**config.mk**
```make
export PLATFORM = sky130hd
export DESIGN_NAME = bcd_clock_calendar
export DESIGN_NICKNAME = d
export VERILOG_FILES = /design/src/rtl/bcdcal_pkg.sv /design/src/rtl/bcdcal_prescaler.sv /design/src/rtl/bcdcal_wrap.sv /design/src/rtl/bcdcal_hours.sv /design/src/rtl/bcd_clock_calendar.sv
export SDC_FILE = /design/constraint.sdc
export NUM_CORES = 1
export LEC_CHECK = 0
export BUFFER_PORTS_ARGS = -buffer_cell sky130_fd_sc_hd__buf_2
export CAP_MARGIN = 20
export CORE_AREA = 2 2 104 106
export DETAILED_ROUTE_END_ITERATION = 6
export DIE_AREA = 0 0 106 108
export PLACE_DENSITY = 0.72
export SYNTH_ARGS = -nofsm -noshare
export SYNTH_HDL_FRONTEND = slang
export SYNTH_HIERARCHICAL = 1
export SYNTH_SLANG_ARGS = --single-unit
export TNS_END_PERCENT = 100
```
**constraint.sdc**
```tcl
create_clock -name clk -period 4.74 [get_ports clk]
set_clock_uncertainty 0.1 [all_clocks]
set_input_delay 1.422 -clock clk [delete_from_list [all_inputs] [get_ports clk]]
set_output_delay 1.422 -clock clk [all_outputs]
set_load 0.01 [all_outputs]
```
**src/rtl/bcdcal_pkg.sv**
```systemverilog
package bcdcal_pkg;

   localparam logic [2:0] REG_SEC  = 3'd0;
   localparam logic [2:0] REG_MIN  = 3'd1;
   localparam logic [2:0] REG_HOUR = 3'd2;
   localparam logic [2:0] REG_DOW  = 3'd3;
   localparam logic [2:0] REG_DATE = 3'd4;
   localparam logic [2:0] REG_MON  = 3'd5;
   localparam logic [2:0] REG_YEAR = 3'd6;

   localparam logic [7:0] KEEP_SEC  = 8'h7F;
   localparam logic [7:0] KEEP_MIN  = 8'h7F;
   localparam logic [7:0] KEEP_HOUR = 8'h7F;
   localparam logic [7:0] KEEP_DOW  = 8'h07;
   localparam logic [7:0] KEEP_DATE = 8'h3F;
   localparam logic [7:0] KEEP_MON  = 8'h9F;
   localparam logic [7:0] KEEP_YEAR = 8'hFF;

   // Next value of a two-digit BCD number (no range check)
   function automatic logic [7:0] bcd_inc(input logic [7:0] v);
      logic [7:0] r;
      if (v[3:0] >= 4'd9) r = {v[7:4] + 4'd1, 4'd0};
      else                r = {v[7:4], v[3:0] + 4'd1};
      return r;
   endfunction

   // Last day of a month in BCD; every year divisible by 4 is a leap year
   function automatic logic [7:0] last_day(input logic [4:0] mon, input logic [7:0] yr);
      logic [7:0] bin;
      logic [7:0] r;
      bin = ({4'd0, yr[7:4]} * 8'd10) + {4'd0, yr[3:0]};
      case (mon)
         5'h02:                      r = (bin[1:0] == 2'b00) ? 8'h29 : 8'h28;
         5'h04, 5'h06, 5'h09, 5'h11: r = 8'h30;
         default:                    r = 8'h31;
      endcase
      return r;
   endfunction

endpackage

```
**src/rtl/bcdcal_prescaler.sv**
```systemverilog
module bcdcal_prescaler #(
   parameter int DIVIDE = 32768
) (
   input  logic clk,
   input  logic rst_n,
   input  logic tick_en,
   input  logic restart,
   output logic sec_step,
   output logic sq_1hz
);
   localparam int         W      = (DIVIDE > 2) ? $clog2(DIVIDE) : 1;
   localparam logic [W-1:0] LAST = W'(DIVIDE - 1);
   localparam logic [W-1:0] HALF = W'(DIVIDE / 2);
   localparam bit         POW2   = ((DIVIDE & (DIVIDE - 1)) == 0);

   logic [W-1:0] phase;

   if (DIVIDE < 2) begin : g_bad_divide
      $error("bcdcal_prescaler: DIVIDE must be at least 2");
   end

   if (POW2) begin : g_free_run
      always_ff @(posedge clk or negedge rst_n) begin
         if (!rst_n)       phase <= '0;
         else if (restart) phase <= '0;
         else if (tick_en) phase <= phase + 1'b1;
      end
   end else begin : g_compare
      always_ff @(posedge clk or negedge rst_n) begin
         if (!rst_n)       phase <= '0;
         else if (restart) phase <= '0;
         else if (tick_en) phase <= (phase == LAST) ? '0 : phase + 1'b1;
      end
   end

   assign sec_step = tick_en && !restart && (phase == LAST);
   assign sq_1hz   = (phase >= HALF);

   // a restart leaves the square wave low on the next cycle
   a_r9_restart_low: assert property (@(posedge clk) disable iff (!rst_n)
      restart |=> !sq_1hz);
   // the square wave falls exactly when a second step is issued
   a_r9_fall_on_step: assert property (@(posedge clk) disable iff (!rst_n)
      sec_step |=> !sq_1hz);
endmodule

```
**src/rtl/bcdcal_wrap.sv**
```systemverilog
module bcdcal_wrap
   import bcdcal_pkg::*;
#(
   parameter logic [7:0] LO   = 8'h00,
   parameter logic [7:0] HI   = 8'h59,
   parameter logic [7:0] KEEP = 8'h7F
) (
   input  logic       clk,
   input  logic       rst_n,
   input  logic       step,
   input  logic       wr,
   input  logic [7:0] wdata,
   output logic [7:0] q,
   output logic       carry
);
   if (LO > HI) begin : g_bad_range
      $error("bcdcal_wrap: LO above HI");
   end

   always_ff @(posedge clk or negedge rst_n) begin
      if (!rst_n)    q <= LO;
      else if (wr)   q <= wdata & KEEP;
      else if (step) q <= (q == HI) ? LO : bcd_inc(q);
   end

   assign carry = step && !wr && (q == HI);

   // a step at the top value returns the field to its base value
   a_r1_wrap_to_base: assert property (@(posedge clk) disable iff (!rst_n)
      (step && !wr && q == HI) |=> (q == LO));
   // a write always lands, masked, regardless of a concurrent step
   a_r7_write_wins: assert property (@(posedge clk) disable iff (!rst_n)
      wr |=> (q == ($past(wdata) & KEEP)));
endmodule

```
**src/rtl/bcdcal_hours.sv**
```systemverilog
module bcdcal_hours
   import bcdcal_pkg::*;
(
   input  logic       clk,
   input  logic       rst_n,
   input  logic       step,
   input  logic       wr,
   input  logic [7:0] wdata,
   output logic [7:0] q,
   output logic       day_step
);
   logic [7:0] nxt;
   logic       new_day;
   logic [7:0] inc12;
   logic [7:0] inc24;

   assign inc12 = bcd_inc({3'b000, q[4:0]});
   assign inc24 = bcd_inc({2'b00, q[5:0]});

   always_comb begin
      nxt     = q;
      new_day = 1'b0;
      if (q[6]) begin
         case (q[4:0])
            5'h12:   nxt = {q[7:5], 5'h01};
            5'h11: begin
               nxt     = {q[7:6], ~q[5], 5'h12};
               new_day = q[5];
            end
            default: nxt = {q[7:5], inc12[4:0]};
         endcase
      end else begin
         if (q[5:0] == 6'h23) begin
            nxt     = {q[7:6], 6'h00};
            new_day = 1'b1;
         end else begin
            nxt = {q[7:6], inc24[5:0]};
         end
      end
   end

   always_ff @(posedge clk or negedge rst_n) begin
      if (!rst_n)    q <= 8'h00;
      else if (wr)   q <= wdata & KEEP_HOUR;
      else if (step) q <= nxt;
   end

   assign day_step = step && !wr && new_day;

   // in 12-hour form the 11 to 12 step flips the afternoon flag
   a_r3_pm_toggle: assert property (@(posedge clk) disable iff (!rst_n)
      (step && !wr && q[6] && q[4:0] == 5'h11) |=> (q[5] != $past(q[5])));
   // counting never changes the 12/24 mode bit
   a_r2_mode_kept: assert property (@(posedge clk) disable iff (!rst_n)
      (step && !wr) |=> $stable(q[6]));
endmodule

```
**src/rtl/bcd_clock_calendar.sv**
```systemverilog
module bcd_clock_calendar
   import bcdcal_pkg::*;
#(
   parameter int DIVIDE = 32768
) (
   input  logic       clk,
   input  logic       rst_n,
   input  logic       tick_en,
   input  logic       wr_en,
   input  logic [2:0] wr_addr,
   input  logic [7:0] wr_data,
   output logic [7:0] sec_o,
   output logic [7:0] min_o,
   output logic [7:0] hour_o,
   output logic [7:0] dow_o,
   output logic [7:0] date_o,
   output logic [7:0] month_o,
   output logic [7:0] year_o,
   output logic       sq_1hz
);
   logic wr_sec, wr_min, wr_hour, wr_dow, wr_date, wr_mon, wr_year;
   logic sec_step, sec_carry, min_carry, day_step, year_carry;
   logic month_step, year_step;
   logic [7:0] sec_q, min_q, hour_q, dow_q, date_q, mon_q, year_q;
   logic [7:0] month_last;

   assign wr_sec  = wr_en && (wr_addr == REG_SEC);
   assign wr_min  = wr_en && (wr_addr == REG_MIN);
   assign wr_hour = wr_en && (wr_addr == REG_HOUR);
   assign wr_dow  = wr_en && (wr_addr == REG_DOW);
   assign wr_date = wr_en && (wr_addr == REG_DATE);
   assign wr_mon  = wr_en && (wr_addr == REG_MON);
   assign wr_year = wr_en && (wr_addr == REG_YEAR);

   bcdcal_prescaler #(.DIVIDE(DIVIDE)) u_pre (
      .clk(clk), .rst_n(rst_n), .tick_en(tick_en), .restart(wr_sec),
      .sec_step(sec_step), .sq_1hz(sq_1hz));

   bcdcal_wrap #(.LO(8'h00), .HI(8'h59), .KEEP(KEEP_SEC)) u_sec (
      .clk(clk), .rst_n(rst_n), .step(sec_step), .wr(wr_sec), .wdata(wr_data),
      .q(sec_q), .carry(sec_carry));

   bcdcal_wrap #(.LO(8'h00), .HI(8'h59), .KEEP(KEEP_MIN)) u_min (
      .clk(clk), .rst_n(rst_n), .step(sec_carry), .wr(wr_min), .wdata(wr_data),
      .q(min_q), .carry(min_carry));

   bcdcal_hours u_hour (
      .clk(clk), .rst_n(rst_n), .step(min_carry), .wr(wr_hour), .wdata(wr_data),
      .q(hour_q), .day_step(day_step));

   // Day of week: 1..7, advances once per new day
   always_ff @(posedge clk or negedge rst_n) begin
      if (!rst_n)        dow_q <= 8'h01;
      else if (wr_dow)   dow_q <= wr_data & KEEP_DOW;
      else if (day_step) dow_q <= (dow_q == 8'h07) ? 8'h01 : dow_q + 8'h01;
   end

   // Day of month with month-length correction
   assign month_last = last_day(mon_q[4:0], year_q);
   assign month_step = day_step && !wr_date && (date_q == month_last);

   always_ff @(posedge clk or negedge rst_n) begin
      if (!rst_n)        date_q <= 8'h01;
      else if (wr_date)  date_q <= wr_data & KEEP_DATE;
      else if (day_step) date_q <= (date_q == month_last) ? 8'h01 : bcd_inc(date_q);
   end

   // Month with century flag in bit 7
   assign year_step = month_step && !wr_mon && (mon_q[4:0] == 5'h12);

   always_ff @(posedge clk or negedge rst_n) begin
      if (!rst_n)          mon_q <= 8'h01;
      else if (wr_mon)     mon_q <= wr_data & KEEP_MON;
      else if (month_step) begin
         mon_q[7]   <= mon_q[7] ^ year_carry;
         mon_q[6:0] <= (mon_q[4:0] == 5'h12) ? 7'h01 : bcd_inc({1'b0, mon_q[6:0]})[6:0];
      end
   end

   bcdcal_wrap #(.LO(8'h00), .HI(8'h99), .KEEP(KEEP_YEAR)) u_year (
      .clk(clk), .rst_n(rst_n), .step(year_step), .wr(wr_year), .wdata(wr_data),
      .q(year_q), .carry(year_carry));

   assign sec_o   = sec_q;
   assign min_o   = min_q;
   assign hour_o  = hour_q;
   assign dow_o   = dow_q;
   assign date_o  = date_q;
   assign month_o = mon_q;
   assign year_o  = year_q;

   // day of week wraps from 7 to 1 at a new day
   a_r6_dow_wrap: assert property (@(posedge clk) disable iff (!rst_n)
      (day_step && !wr_dow && dow_q == 8'h07) |=> (dow_q == 8'h01));
   // the last day of a month is followed by day 01
   a_r4_month_end: assert property (@(posedge clk) disable iff (!rst_n)
      (day_step && !wr_date && date_q == month_last) |=> (date_q == 8'h01));
   // a year wrap flips the century flag
   a_r5_century: assert property (@(posedge clk) disable iff (!rst_n)
      (year_carry && !wr_mon) |=> (mon_q[7] != $past(mon_q[7])));
   // write code 7 leaves every register unchanged when no count occurs
   a_r7_code7_idle: assert property (@(posedge clk) disable iff (!rst_n)
      (wr_en && wr_addr == 3'd7 && !tick_en) |=>
         ($stable(sec_q) && $stable(min_q) && $stable(hour_q) && $stable(dow_q)
          && $stable(date_q) && $stable(mon_q) && $stable(year_q)));
endmodule

```
Word-level counts from Yosys, hierarchy flattened
Cells that the tools add are included.
{ "word_totals": {"reg_bits": 71, "in_bits": 15, "out_inout_bits": 57, "wordCells": 154} }
{ "op_classes": {"add_sub_neg": 16, "mul": 1, "magnitude_cmp": 7, "eq_ne": 24, "n_mux": 37, "n_bitwise": 2, "n_reduce_logical": 51} }
{ "op_table": {"columns": ["cell", "count"], "rows": [
  ["2-to-1 mux 8 bit", 24],
  ["adder 4 x 1 -> 4 bit, second input constant", 10],
  ["2-to-1 mux 15 bit", 2],
  ["greater-or-equal comparator 4 bit, second input constant", 6],
  ["logical AND 1 bit", 21],
  ["equality test 5 bit, second input constant", 4],
  ["equality test 8 x 7 -> 1 bit, second input constant", 2],
  ["nonzero test 2 bit", 8],
  ["adder 15 x 1 -> 15 bit, second input constant", 1],
  ["equality test 15 bit, second input constant", 1],
  ["greater-or-equal comparator 15 bit, second input constant", 1],
  ["nonzero test 3 bit", 5],
  ["2-to-1 mux 7 bit", 2],
  ["2-to-1 mux 6 bit", 2],
  ["one-hot mux 6 bit (2 select lines)", 1],
  ["equality test 5 x 3 -> 1 bit, second input constant", 2],
  ["one-hot mux 5 bit (2 select lines)", 1],
  ["AND reduction 2 bit", 5],
  ["equality test 3 bit, second input constant", 3],
  ["adder 8 x 1 -> 8 bit, second input constant", 1],
  ["equality test 8 x 3 -> 1 bit, second input constant", 1],
  ["equality test 8 bit", 1],
  ["equality test 8 bit, second input constant", 1],
  ["equality test 3 x 2 -> 1 bit, second input constant", 2],
  ["other kinds (22)", 31]
]} }

Depth between registers and ports, before layout
Gate-level depths: netlist of run 1.
{ "depth": {"depth_word": 20, "mapped_depth": 25, "depth_no_buf": 19} }

Modules after synthesis
The synthesis of run 1 kept the hierarchy.
{ "modules_own_cells": {"columns": ["mod", "n_inst", "cells_per_inst", "area_per_inst_um2", "seq_area_each_um2"], "rows": [
  ["bcd_clock_calendar", 1, 209, 1771.7, 604.3],
  ["bcdcal_wrap (u_min ...)", 2, 66, 598.1, 200.2],
  ["bcdcal_prescaler", 1, 80, 798.3, 375.4],
  ["bcdcal_hours", 1, 69, 624.3, 175.2],
  ["bcdcal_wrap (u_year)", 1, 66, 616.8, 200.2]
]} }

Worst setup path after synthesis of run 1
Ideal clock, no wire load.
{ "synth_path": {"path_type": "input-to-reg", "from": "input tick_en", "to": "register mon_q[7] (netlist: month_o[7])", "setup_ps": 143, "arrival_ps": 5949, "t_required_ps": 4497, "slack_ps": -1452, "cell_stages": 24, "path_cell_list": "buf_2 > nand4_4 > nor4_1 > and2_1 > clkbuf_2 > inv_1 > nor3_1 > clkbuf_2 > inv_1 > nor3_1 > nand2b_1 > nor2_1 > clkbuf_1 > inv_1 > or4_4 > a21oi_2 > buf_4 > and4_2 > buf_2 > nor3b_1 > inv_1 > a211oi_1 > xnor2_1 > o21ai_0"} }
{ "synth_between": {"elab_chain_cells": 17, "elab_cells_between_ends": 18} }
{ "synth_lines": {"columns": ["element", "line", "rtl"], "rows": [
  ["start: declaration", "bcd_clock_calendar.sv:8", "input logic tick_en,"],
  ["logical AND 1 bit (2 in series)", "bcdcal_prescaler.sv:36", "assign sec_step = tick_en && !restart && (phase == LAST);"],
  ["via sec_step", "bcd_clock_calendar.sv:22", "logic sec_step, sec_carry, min_carry, day_step, year_carry;"],
  ["logical AND 1 bit (2 in series)", "bcdcal_wrap.sv:26", "assign carry = step && !wr && (q == HI);"],
  ["via sec_carry", "bcd_clock_calendar.sv:22", null],
  ["logical AND 1 bit (2 in series)", "bcdcal_wrap.sv:26", null],
  ["via min_carry", "bcd_clock_calendar.sv:22", null],
  ["logical AND 1 bit (2 in series)", "bcdcal_hours.sv:48", "assign day_step = step && !wr && new_day;"],
  ["via day_step", "bcd_clock_calendar.sv:22", null],
  ["logical AND 1 bit (2 in series)", "bcd_clock_calendar.sv:60", "assign month_step = day_step && !wr_date && (date_q == month_last);"],
  ["logical AND 1 bit (2 in series)", "bcd_clock_calendar.sv:69", "assign year_step = month_step && !wr_mon && (mon_q[4:0] == 5'h12);"],
  ["via year_step", "bcd_clock_calendar.sv:23", "logic month_step, year_step;"],
  ["logical AND 1 bit (2 in series)", "bcdcal_wrap.sv:26", null],
  ["via year_carry", "bcd_clock_calendar.sv:22", null],
  ["XOR 1 bit", "bcd_clock_calendar.sv:75", "mon_q[7] <= mon_q[7] ^ year_carry;"],
  ["2-to-1 mux 8 bit", "bcd_clock_calendar.sv:74", "else if (month_step) begin"],
  ["2-to-1 mux 8 bit", "bcd_clock_calendar.sv:73", "else if (wr_mon) mon_q <= wr_data & KEEP_MON;"],
  ["end signal: assignment", "bcd_clock_calendar.sv:73", null],
  ["end signal: assignment", "bcd_clock_calendar.sv:75", null],
  ["end: declaration", "bcd_clock_calendar.sv:24", "logic [7:0] sec_q, min_q, hour_q, dow_q, date_q, mon_q, year_q;"]
]} }
The timed path passes the listed nets, and every way through them passes these cells. The select of a mux whose other input is x is not followed.
A chain may end at the register's enable or synchronous reset.

Worst setup path after layout of run 1
{ "layout_path": {"from": "input wr_en", "to": "register mon_q[7] (netlist: month_o[7])"} }
{ "layout_between": {"elab_chain_cells": 19, "elab_cells_between_ends": 30} }
{ "layout_lines": {"columns": ["element", "line", "rtl"], "rows": [
  ["start: declaration", "bcd_clock_calendar.sv:9", "input logic wr_en,"],
  ["logical AND 1 bit", "bcd_clock_calendar.sv:27", "assign wr_sec = wr_en && (wr_addr == REG_SEC);"],
  ["via wr_sec", "bcd_clock_calendar.sv:21", "logic wr_sec, wr_min, wr_hour, wr_dow, wr_date, wr_mon, wr_year;"],
  ["logical NOT 1 bit", "bcdcal_prescaler.sv:36", null],
  ["logical AND 1 bit (2 in series)", "bcdcal_prescaler.sv:36", null],
  ["via sec_step", "bcd_clock_calendar.sv:22", null],
  ["logical AND 1 bit (2 in series)", "bcdcal_wrap.sv:26", null],
  ["via sec_carry", "bcd_clock_calendar.sv:22", null],
  ["logical AND 1 bit (2 in series)", "bcdcal_wrap.sv:26", null],
  ["via min_carry", "bcd_clock_calendar.sv:22", null],
  ["(+2 left out)", null, null],
  ["via day_step", "bcd_clock_calendar.sv:22", null],
  ["logical AND 1 bit (2 in series)", "bcd_clock_calendar.sv:60", null],
  ["logical AND 1 bit (2 in series)", "bcd_clock_calendar.sv:69", null],
  ["via year_step", "bcd_clock_calendar.sv:23", null],
  ["logical AND 1 bit (2 in series)", "bcdcal_wrap.sv:26", null],
  ["via year_carry", "bcd_clock_calendar.sv:22", null],
  ["XOR 1 bit", "bcd_clock_calendar.sv:75", null],
  ["2-to-1 mux 8 bit", "bcd_clock_calendar.sv:74", null],
  ["2-to-1 mux 8 bit", "bcd_clock_calendar.sv:73", null]
]} }
The timed path passes the listed nets, and every way through them passes these cells. The select of a mux whose other input is x is not followed.

==> results of run 1 <==
[power by group through the flow]
stage | Combinational [mW] | Clock, mW | Sequential (mW)
6_report | 0.659 | 0.466 | 0.900
5_1_grt | 0.744 | 0.504 | 0.929
4_1_cts | 0.661 | 0.481 | 0.898
3_5_place_dp | 0.657 | 0 | 0.908
3_3_place_gp | 0.630 | 0 | 0.902
2_1_floorplan | 0.426 | 0 | 0.903
[cell usage after synthesis, types with 3 or more instances]
| cell type | count |
|---|---|
| dfrtp_1 | 67 |
| nand2_1 | 52 |
| a21oi_1 | 43 |
| nor2_1 | 38 |
| inv_1 | 36 |
| ha_1 | 33 |
| o21ai_0 | 22 |
| nand3_1 | 20 |
| nor2b_1 | 17 |
| nor3_1 | 14 |
| and3_1 | 11 |
| clkbuf_1 | 9 |
| a31oi_1 | 8 |
| mux2_2 | 8 |
| nand4_1 | 8 |
| o31ai_1 | 8 |
| buf_2 | 7 |
| nor3b_1 | 7 |
| o211ai_1 | 7 |
| xor2_1 | 7 |
| mux2i_1 | 6 |
| nand3b_1 | 6 |
| nand4b_1 | 6 |
| and2_1 | 5 |
| a211oi_1 | 4 |
| buf_4 | 4 |
| nor4_1 | 4 |
| o311ai_1 | 4 |
| or3b_4 | 4 |
| or4_1 | 4 |
| a32oi_1 | 3 |
| a41oi_1 | 3 |
| and4bb_2 | 3 |
| dfstp_2 | 3 |
| nand2b_1 | 3 |
| nand4bb_1 | 3 |
| o221ai_1 | 3 |
| or4b_1 | 3 |
[cell usage in the layout (no fill, tap or decap), drive strengths merged, types with 5 or more instances in the layout]
cell,netlist,layout
buf,14,96
dfrtp,67,67
nand2,54,54
a21oi,44,44
nor2,38,38
inv,36,36
ha,33,33
o21ai,23,23
nand3,22,22
nor2b,17,17
nor3,15,15
and3,12,12
clkbuf,13,11
nand4,10,10
o31ai,8,8
a31oi,8,8
mux2,8,8
nor3b,8,8
xor2,7,7
o211ai,7,7
mux2i,6,6
nand4b,6,6
nand3b,6,6
and2,6,6
or3b,6,6
o311ai,6,6
or4,5,5
or3,5,5
[stage by stage]
step / setup WS [ns] / hold WS (ns) / cell area [um^2] / power, mW / utilization [%]
after global routing: 0.01530 / 0.4515 / 5834 / 2.177 / 57.03
after global placement: 0.007976 / 0.4022 / 5653 / 1.532 / 55.25
after detailed placement: -0.09358 / 0.4116 / 5653 / 1.565 / 55.25
after CTS: 0.2574 / 0.4299 / 5834 / 2.040 / 57.03
after floorplan: -0.5488 / 0.4188 / 5127 / 1.329 / -
final: 0.2716 / 0.4343 / 5834 / 2.024 / 57.03
[routing by layer]
layer	share of wire, %	routed length, um	global-route usage [%]	up-vias
li1	-	-	-	2186
met1	44	5501	30.19	2169
met2	48	6011	36.82	109
met3	5.2	642	5.003	19
met4	2.0	250	7.519	0
met5	0	0	0	-
[worst register-to-register path: stages (launching register included)]
cell and delay [ns]:
dfrtp_1 0.42, nand4_1 0.30, nor4_2 0.39, and2_1 0.24
inv_4 0.04, nor3_2 0.29, inv_4 0.07, nor3_4 0.20
nand2b_1 0.09, nor2_1 0.19, inv_2 0.06, or4_4 0.51
a21oi_4 0.14, and4_4 0.24, nor3b_2 0.15, inv_1 0.07
a211oi_2 0.22, xnor2_1 0.15, o21ai_1 0.07
[how the worst max path moves through the flow]
stage                      end  slack (ns)  cells past startpoint  startpoint
finish              month_o[7]        0.27                     20       wr_en
global route        month_o[7]        0.02                     20       wr_en
CTS                 month_o[7]        0.26                     20       wr_en
detailed placement  month_o[7]       -0.09                     20       wr_en
global placement    month_o[7]       0.008                     19     tick_en
floorplan           month_o[7]       -0.55                     25       wr_en
[kinds of logic (layout without fill, tap and decap cells)]
kind of cell	Yosys count	in the layout	share of synthesized area (%)
and+or+nand+nor	237	237	28.76
xor gates and xnor gates	9	9	1.574
muxes	14	14	2.999
other	1	1	0.07489
buffers and inverters	63	148	5.947
adders and majority gates	33	33	8.246
AOI/OAI and AO/OA	129	129	17.34
DFF	70	70	35.06
[sequential cells by signal, summed over array words and instances, names as in the netlist]
signal,flops
date_o,8
dow_o,8
month_o,8
u_hour/q,7
u_min/q,8
u_pre/phase,15
u_sec/q,8
u_year/q,8
[area by class of cell]
type / count / area share, %
well taps: 136 / 2.917
clock inverters: 5 / 0.8578
clock buffers: 11 / 2.252
repair buffers: 96 / 9.565
flip-flops and latches: 70 / 30.09
inverters: 36 / 2.402
multi-input cells: 423 / 51.92
==> impl_metrics.ini, run 1 <==
[status]
outcome = completed

[cells_and_area]
area_delta_synth_final_pct = 16.52
multiInputGateArea_um2 = 3029
fill_cells = 916
ff_latch_area_um2 = 1755
drive_above_1_share_pct = 25.59
final_cells = 777
final_nets = 684
n_antenna_cell = 0

[worst_setup_path]
critical_path_class = input port to flop
r2r_slack_ns = 0.69
path_buf_inv = 5
worstSetupEndpointType = flop
worstPathArrival_ns = 4.61
crit_path_max_fanout = 4
r2r_cells = 18
path_common_cell = inv_4
startpoint_type = input port
crit_family = simple AND/OR/NAND/NOR gates
path_cells = buf_2 -> nor2b_4 -> nor3b_4 -> nor2b_1 -> and2_1 -> inv_4 -> nor3_2 -> inv_4 -> nor3_4 -> nand2b_1 -> nor2_1 -> inv_2 -> or4_4 -> a21oi_4 -> and4_4 -> nor3b_2 -> inv_1 -> a211oi_2 -> xnor2_1 -> o21ai_1
slowest_delay_ns = 0.51
timing.rr.start = u_pre/phase[4]
timing.rr.end = month_o[7]
cpMaxStageDelayCell = or4_4
cp_data_required_time_ns = 4.88

[routing]
wire_per_inst_um = 15.97
drt_iter0_drc = 285
drt.antenna.violating_nets = 0
routed_wl_um = 12410
routed_via_density = 5.770
drc = 0
vias = 4483
drt_pre_antenna_iters = 5

[placed_design]
placed_cells = 761
gp_congestion = 0.8972
post-dp-hpwl_um = 8894
io_buffers = 70

[pwr]
power_density_nw_per_um2 = 346.9
vdd.ir_drop.worst_mv = 0.2398
p_clk_share_pct = 23.0
switchingPower_mw = 0.7798
p_leak_nw = 2.614
pwr-share-seq_pct = 44.4
sw_frac_of_total_pct = 38.53
internal_power_mw = 1.244
comb_power_share_pct = 32.5

[sta]
setup_viol = 0
final.setup.tns_ns = 0
worst_slew_pin_slew_ns = 0.7747
finalHoldViolCount = 0
slew_viol_final = 0
fin_crit_sh_pct = 94.27
rsz0062_at_grt = false
relSlewSlack_pct = 48.36
fmax_ghz = 0.2238
period_minus_slack_ns = 4.468

[cts]
path_clk_slew_ns = 0.07
cts.sinks = 70
root_buffer = clkbuf_8
numCtsBuffers = 9
holdBufCountCts = 0
postCtsSetupBuffers = 0
cts_resized = 0
h-tree-depth = 3
cts_tree = built
clockBufferDepth = 2
clk_latency_ns = 0.36

[grt]
grt_overflow = 0
grt_max_degree = 45
grt_usage_pct = 22.66
grt_pass1_vias = 4215
grt_antenna_before_repair = 0
grt_pass1_wl_um = 20730

[worst_hold_path]
min_to = month_o[5]
hold_depth = 1
hold_path.class = flop to flop
hold_start = month_o[5]

[yosys]
synth_area_leaders = dfrtp_1, ha_1, a21oi_1
synthCells = 556
yosys_warnings = 6
synth.distinct_cells = 85
synth-async-reset-ratio_pct = 100.0
synth.cell_area_um2 = 5007
ys_ff_latch = 70
synth_top_area_cell = dfrtp_1
ys.flop_type = dfrtp_1
syn-num-nets = 604
yosysSeqAreaShare_pct = 35.06
synth-edff-count = 0
synth_top_area_share_pct = 33.48
synth_area_per_cell_um2 = 9.006

[floorplan]
die_y_um = 108
start_util_pct = 48.94
fp.coreArea_um2 = 10230
num_rows = 37
ioPinCount = 72
die_area_um2 = 11450
die_w_um = 106

[flow_run]
cap_violations = 0
No activity file was read; power rests on OpenSTA's default activity.
==> run 2, diff against run 1 <==
--- a/config.mk
+++ b/config.mk
@@ -5,11 +5,12 @@
 export SDC_FILE = /design/constraint.sdc
 export NUM_CORES = 1
 export LEC_CHECK = 0
+export ABC_AREA = 1
 export BUFFER_PORTS_ARGS = -buffer_cell sky130_fd_sc_hd__buf_2
 export CAP_MARGIN = 20
-export CORE_AREA = 2 2 104 106
+export CORE_AREA = 2 2 106 108
 export DETAILED_ROUTE_END_ITERATION = 6
-export DIE_AREA = 0 0 106 108
+export DIE_AREA = 0 0 108 110
 export PLACE_DENSITY = 0.72
 export SYNTH_ARGS = -nofsm -noshare
 export SYNTH_HDL_FRONTEND = slang
==> impl_metrics.ini, run 2 <==
[yosys]
synth_top_area_cell = dfrtp_1
ys_ff_latch = 70
yosysMostFrequentCell = nand2_1
yosys_warnings = 6
synth-async-reset-ratio_pct = 100.0
synth-edff-count = 0
synth_top_family_by_area = simple AND/OR/NAND/NOR gates
yosys.area_share.simple_pct = 36.03
synthCells = 700
yosysSeqAreaShare_pct = 33.65
synth_area_leaders = dfrtp_1, nand2_1, ha_1
synth.distinct_cells = 47
synth_mux_area_share_pct = 0
ys.flop_type = dfrtp_1
synthTopCellsByCount = nand2_1, nor2_1, inv_1, dfrtp_1, nand3_1
synth_top_area_share_pct = 32.14
synth.cell_area_um2 = 5216
synth_compound_area_share_pct = 10.70
synthAdderAreaFrac_pct = 7.916
syn-num-nets = 748
synth_area_per_cell_um2 = 7.452
synth-xor-area-share_pct = 2.686

[sta]
fin_crit_sh_pct = 93.86
period_minus_slack_ns = 4.449
fmax_ghz = 0.2248
finalHoldViolCount = 0
setup_viol = 0
worst_slew_pin_slew_ns = 0.9334
final.setup.tns_ns = 0
relSlewSlack_pct = 37.55
slew_viol_final = 0
holdWs_ns = 0.4033

[cts]
path_clk_slew_ns = 0.08
cts_tree = built
clockBufferDepth = 2
numCtsBuffers = 9
clk_latency_ns = 0.36
cts.sinks = 70
h-tree-depth = 3
root_buffer = clkbuf_8

[routing]
wire_per_inst_um = 13.99
drt_iter0_drc = 269
drt.antenna.violating_nets = 0
drt_pre_antenna_iters = 5
routed_via_density = 5.324
drc = 0
vias = 4962
routed_wl_um = 13040

[cells_and_area]
largest_reg_flops = 15
final_cell_area_um2 = 6001
n_antenna_cell = 0
final_nets = 835
final_cell_mix = nand2_1, nor2_1, inv_1
fin_util_pct = 56.09
regMostFlops = u_pre/phase
area_delta_synth_final_pct = 15.04
layout_commonest_cell = nand2_1
drive_above_1_share_pct = 22.60

[worst_setup_path]
worstPathArrival_ns = 4.59
r2r_cells = 22
timing.rr.end = u_year/q[6]
r2r_slack_ns = 1.05
timing.rr.start = u_pre/phase[1]
crit_path_max_fanout = 6
cp_data_required_time_ns = 4.88
critical_path_class = input port to flop
worstSetupEndpointType = flop
cp-startpoint = wr_en
crit_path_end = u_year/q[6]
startpoint_type = input port

[floorplan]
die_w_um = 108
num_rows = 38
die_y_um = 110
fp.coreArea_um2 = 10700
ioPinCount = 72
start_util_pct = 48.76
die_area_um2 = 11880

[placed_design]
gp_congestion = 0.9024
placed_cell_area_um2 = 5786
post-dp-hpwl_um = 10040
io_buffers = 70

[grt]
grt_overflow = 0
grt_max_degree = 31
grt_pass1_wl_um = 22060
grt_antenna_before_repair = 0
grt_pass1_vias = 4798
grt_usage_pct = 23.26

[worst_hold_path]
hold_start = u_pre/phase[6]
hold_path.class = flop to flop

[pwr]
p_leak_nw = 3.122
vdd.ir_drop.worst_mv = 0.1998
power_density_nw_per_um2 = 405.1

[flow_run]
cap_violations = 0

[status]
outcome = completed
-- run 2: changes by cell type after synthesis, sizes merged, moves of 10 or more --
cell,change
a21oi,-29
a22oi,+12
and3,-12
clkbuf,-10
inv,+60
nand2,+114
nand3,+40
nor2,+69
nor2b,-17
o21ai,+11
-- run 2: repair_timing --
item,CTS,global route
setup endpoints to repair,0,10
resized for setup,0,4
buffers inserted,0,0
hold buffers,0,0
-- run 2: cells by family (layout without fill, tap and decap cells) --
logic type                 Yosys count  in the layout
xor gates and xnor gates            16             16
other                                1              1
adders and majority gates           33             33
buffers and inverters              108            200
and+or+nand+nor                    381            381
DFF                                 70             70
AOI/OAI and AO/OA                   91             91
-- run 2: routing by layer --
metal  GRT usage (%)  wire, um  share of wire [%]  vias up
met1           29.23      5673                 44     2349
met5               0         0                  0        -
met4           7.875       199                1.5        0
li1                -         -                  -     2455
met2           39.71      6307                 48      137
met3           5.232       857                6.6       21
-- run 2: area by class of cell --
class,instances,area (um^2)
Tap cell,140,175.2
Multi-Input combinational cell,522,3028
Clock inverter,4,47.55
Clock buffer,12,145.1
Inverter,97,371.6
Fill cell,1034,4697
Sequential cell,70,1755
Timing Repair Buffer,87,478.0
-- run 2: worst max-delay path: stages --
cell     delay [ns]
buf_2          0.10
inv_1          0.05
nor2_1         0.05
inv_1          0.07
nor2_1         0.09
inv_1          0.08
nand4_1        0.13
nor4_4         0.34
inv_1          0.11
nor3_2         0.19
inv_1          0.08
nor3_1         0.19
buf_4          0.15
inv_1          0.06
nor4_2         0.29
inv_1          0.11
nor2_2         0.20
nand4_4        0.12
nor3_2         0.15
buf_4          0.16
nand3_2        0.10
nand2_2        0.13
nand2_1        0.06
nor2_1         0.10
nor2_1         0.04
-- run 2: power breakdown --
| group | total, mW | switching [mW] | internal (mW) |
|---|---|---|---|
| registers | 0.971 | 0.233 | 0.739 |
| clock network | 0.487 | 0.231 | 0.256 |
| logic | 0.973 | 0.578 | 0.395 |
| total | 2.43 | 1.04 | 1.39 |
-- run 2: how the worst min path moves through the flow --
stage                                 to  cells after the start
after floorplan           u_pre/phase[6]                      1
after global placement    u_pre/phase[6]                      1
after detailed placement  u_pre/phase[6]                      1
after CTS                 u_pre/phase[6]                      1
after global routing          month_o[5]                      2
final                     u_pre/phase[6]                      1
-- run 2: through the flow --
step | instances | power (mW) | setup slack (ns)
2_1_floorplan | 700 | 1.634 | 0.06032
3_3_place_gp | 916 | 1.908 | -0.01185
3_5_place_dp | 916 | 1.953 | -0.2400
4_1_cts | 932 | 2.445 | 0.09498
5_1_grt | 932 | 2.630 | -0.006938
6_report | 932 | 2.431 | 0.2913
==> run 3, diff against run 2 <==
==> constraint.sdc (replaced) <==
create_clock -name clk -period 3.7 [get_ports clk]
set_clock_uncertainty 0.1 [all_clocks]
set_input_delay 1.11 -clock clk [delete_from_list [all_inputs] [get_ports clk]]
set_output_delay 1.11 -clock clk [all_outputs]
set_load 0.01 [all_outputs]
==> impl_metrics.ini, run 3 (synthesized netlist as in run 2, its figures left out) <==
[grt]
grt_pass1_vias = 4656
grt_overflow = 0
grt_antenna_before_repair = 0
grt_max_degree = 71
grt_pass1_wl_um = 21400
grt_usage_pct = 22.53

[cts]
h-tree-depth = 3
numCtsBuffers = 9
clockBufferDepth = 2
path_clk_slew_ns = 0.07
clk_latency_ns = 0.35
cts_tree = built
postCtsSetupBuffers = 0
root_buffer = clkbuf_8
cts.sinks = 70

[routing]
routed_wl_um = 12570
vias = 4954
wire_per_inst_um = 13.38
drt_iter0_drc = 378
drc = 0
routed_via_density = 5.276
drt.antenna.violating_nets = 0
drt_pre_antenna_iters = 6

[cells_and_area]
final_cell_mix = nand2_1, nor2_1, inv_1
regMostFlops = u_pre/phase
largest_reg_flops = 15
drive_above_1_share_pct = 24.28
area_delta_synth_final_pct = 17.10
final_cell_area_um2 = 6108
final_nets = 842
n_antenna_cell = 0
layout_commonest_cell = nand2_1

[sta]
setup_viol = 0
fin_crit_sh_pct = 92.63
rsz0062_at_grt = false
holdWs_ns = 0.3826
fmax_ghz = 0.2918
finalHoldViolCount = 0
period_minus_slack_ns = 3.427
slew_viol_final = 0

[floorplan]
die_w_um = 108
fp.coreArea_um2 = 10700
ioPinCount = 72
die_area_um2 = 11880
die_y_um = 110
start_util_pct = 48.76
num_rows = 38

[placed_design]
post-dp-hpwl_um = 9583
gp_congestion = 0.9350
placed_cell_area_um2 = 5912
io_buffers = 70

[worst_setup_path]
cp_data_required_time_ns = 3.84
critical_path_class = input port to flop
cp-startpoint = wr_en
worstPathArrival_ns = 3.56
startpoint_type = input port
timing.rr.end = month_o[7]
timing.rr.start = u_pre/phase[1]
worstSetupEndpointType = flop
r2r_slack_ns = 0.64
crit_path_max_fanout = 3
r2r_cells = 21

[worst_hold_path]
hold_depth = 1
min_to = u_pre/phase[6]
hold_path.class = flop to flop
hold_start = u_pre/phase[6]

[pwr]
vdd.ir_drop.worst_mv = 0.2846
power_density_nw_per_um2 = 498.8
p_leak_nw = 3.164

[flow_run]
cap_violations = 0

[status]
outcome = completed
[run 3: metal layers]
metal	vias up	global-route usage (%)	share of wire, %	routed length, um
met5	-	0	0	0
met4	0	8.974	1.9	237
met3	21	2.646	4.4	553
met2	118	37.11	48	5986
met1	2345	30.41	46	5791
li1	2470	-	-	-
[run 3: worst max path at each step]
stage                       to  cells past startpoint  slack, ns
finish              month_o[7]                     24       0.27
global route        month_o[7]                     24     0.0007
CTS                 month_o[7]                     24       0.02
detailed placement  month_o[7]                     24      -0.35
global placement    month_o[7]                     24      -0.27
floorplan           month_o[7]                     23      -0.13
[run 3: area by class of cell]
type	count	area (um^2)
Tap cell	140	175.2
Fill cell	1018	4589
Multi-Input combinational cell	522	3073
Clock inverter	1	5.005
Timing Repair Buffer	94	549.3
Inverter	97	384.1
Clock buffer	15	166.4
Sequential cell	70	1755
[run 3: stage by stage]
| step | worst slack (ns) | utilization [%] | instances | setup TNS [ns] | power, mW |
|---|---|---|---|---|---|
| floorplan | -0.1281 | - | 700 | -0.3012 | 2.098 |
| global placement | -0.2675 | 55.26 | 923 | -1.794 | 2.447 |
| detailed placement | -0.3511 | 55.26 | 923 | -3.245 | 2.501 |
| CTS | 0.01692 | 56.87 | 939 | 0 | 3.065 |
| global route | 0.0006661 | 57.10 | 939 | 0 | 3.319 |
| finish | 0.2729 | 57.10 | 939 | 0 | 3.047 |
[run 3: timing repair]
item,CTS,global route
gates resized for setup,0,11
hold endpoints to repair,0,0
setup endpoints to repair,0,9
hold buffers,0,0
[run 3: power by group]
part           total, mW  internal [mW]  switching [mW]
registers           1.24          0.947           0.292
clock network      0.559          0.281           0.278
logic               1.25          0.511           0.738
total               3.05           1.74            1.31
[run 3: worst max-delay path, stage by stage]
cell	delay (ns)
buf_6	0.11
inv_12	0.04
nor2_4	0.03
inv_2	0.07
nor2_4	0.05
inv_2	0.05
nand4_1	0.10
nor4_2	0.30
inv_1	0.10
nor3_2	0.17
inv_2	0.07
nor3_4	0.14
inv_2	0.07
nor4_4	0.16
inv_2	0.09
nor2_4	0.11
nand4_4	0.10
nor3_4	0.18
nand2_1	0.08
nor2_1	0.11
xnor2_1	0.13
o21ai_1	0.07
nand2_1	0.07
nand2_1	0.05
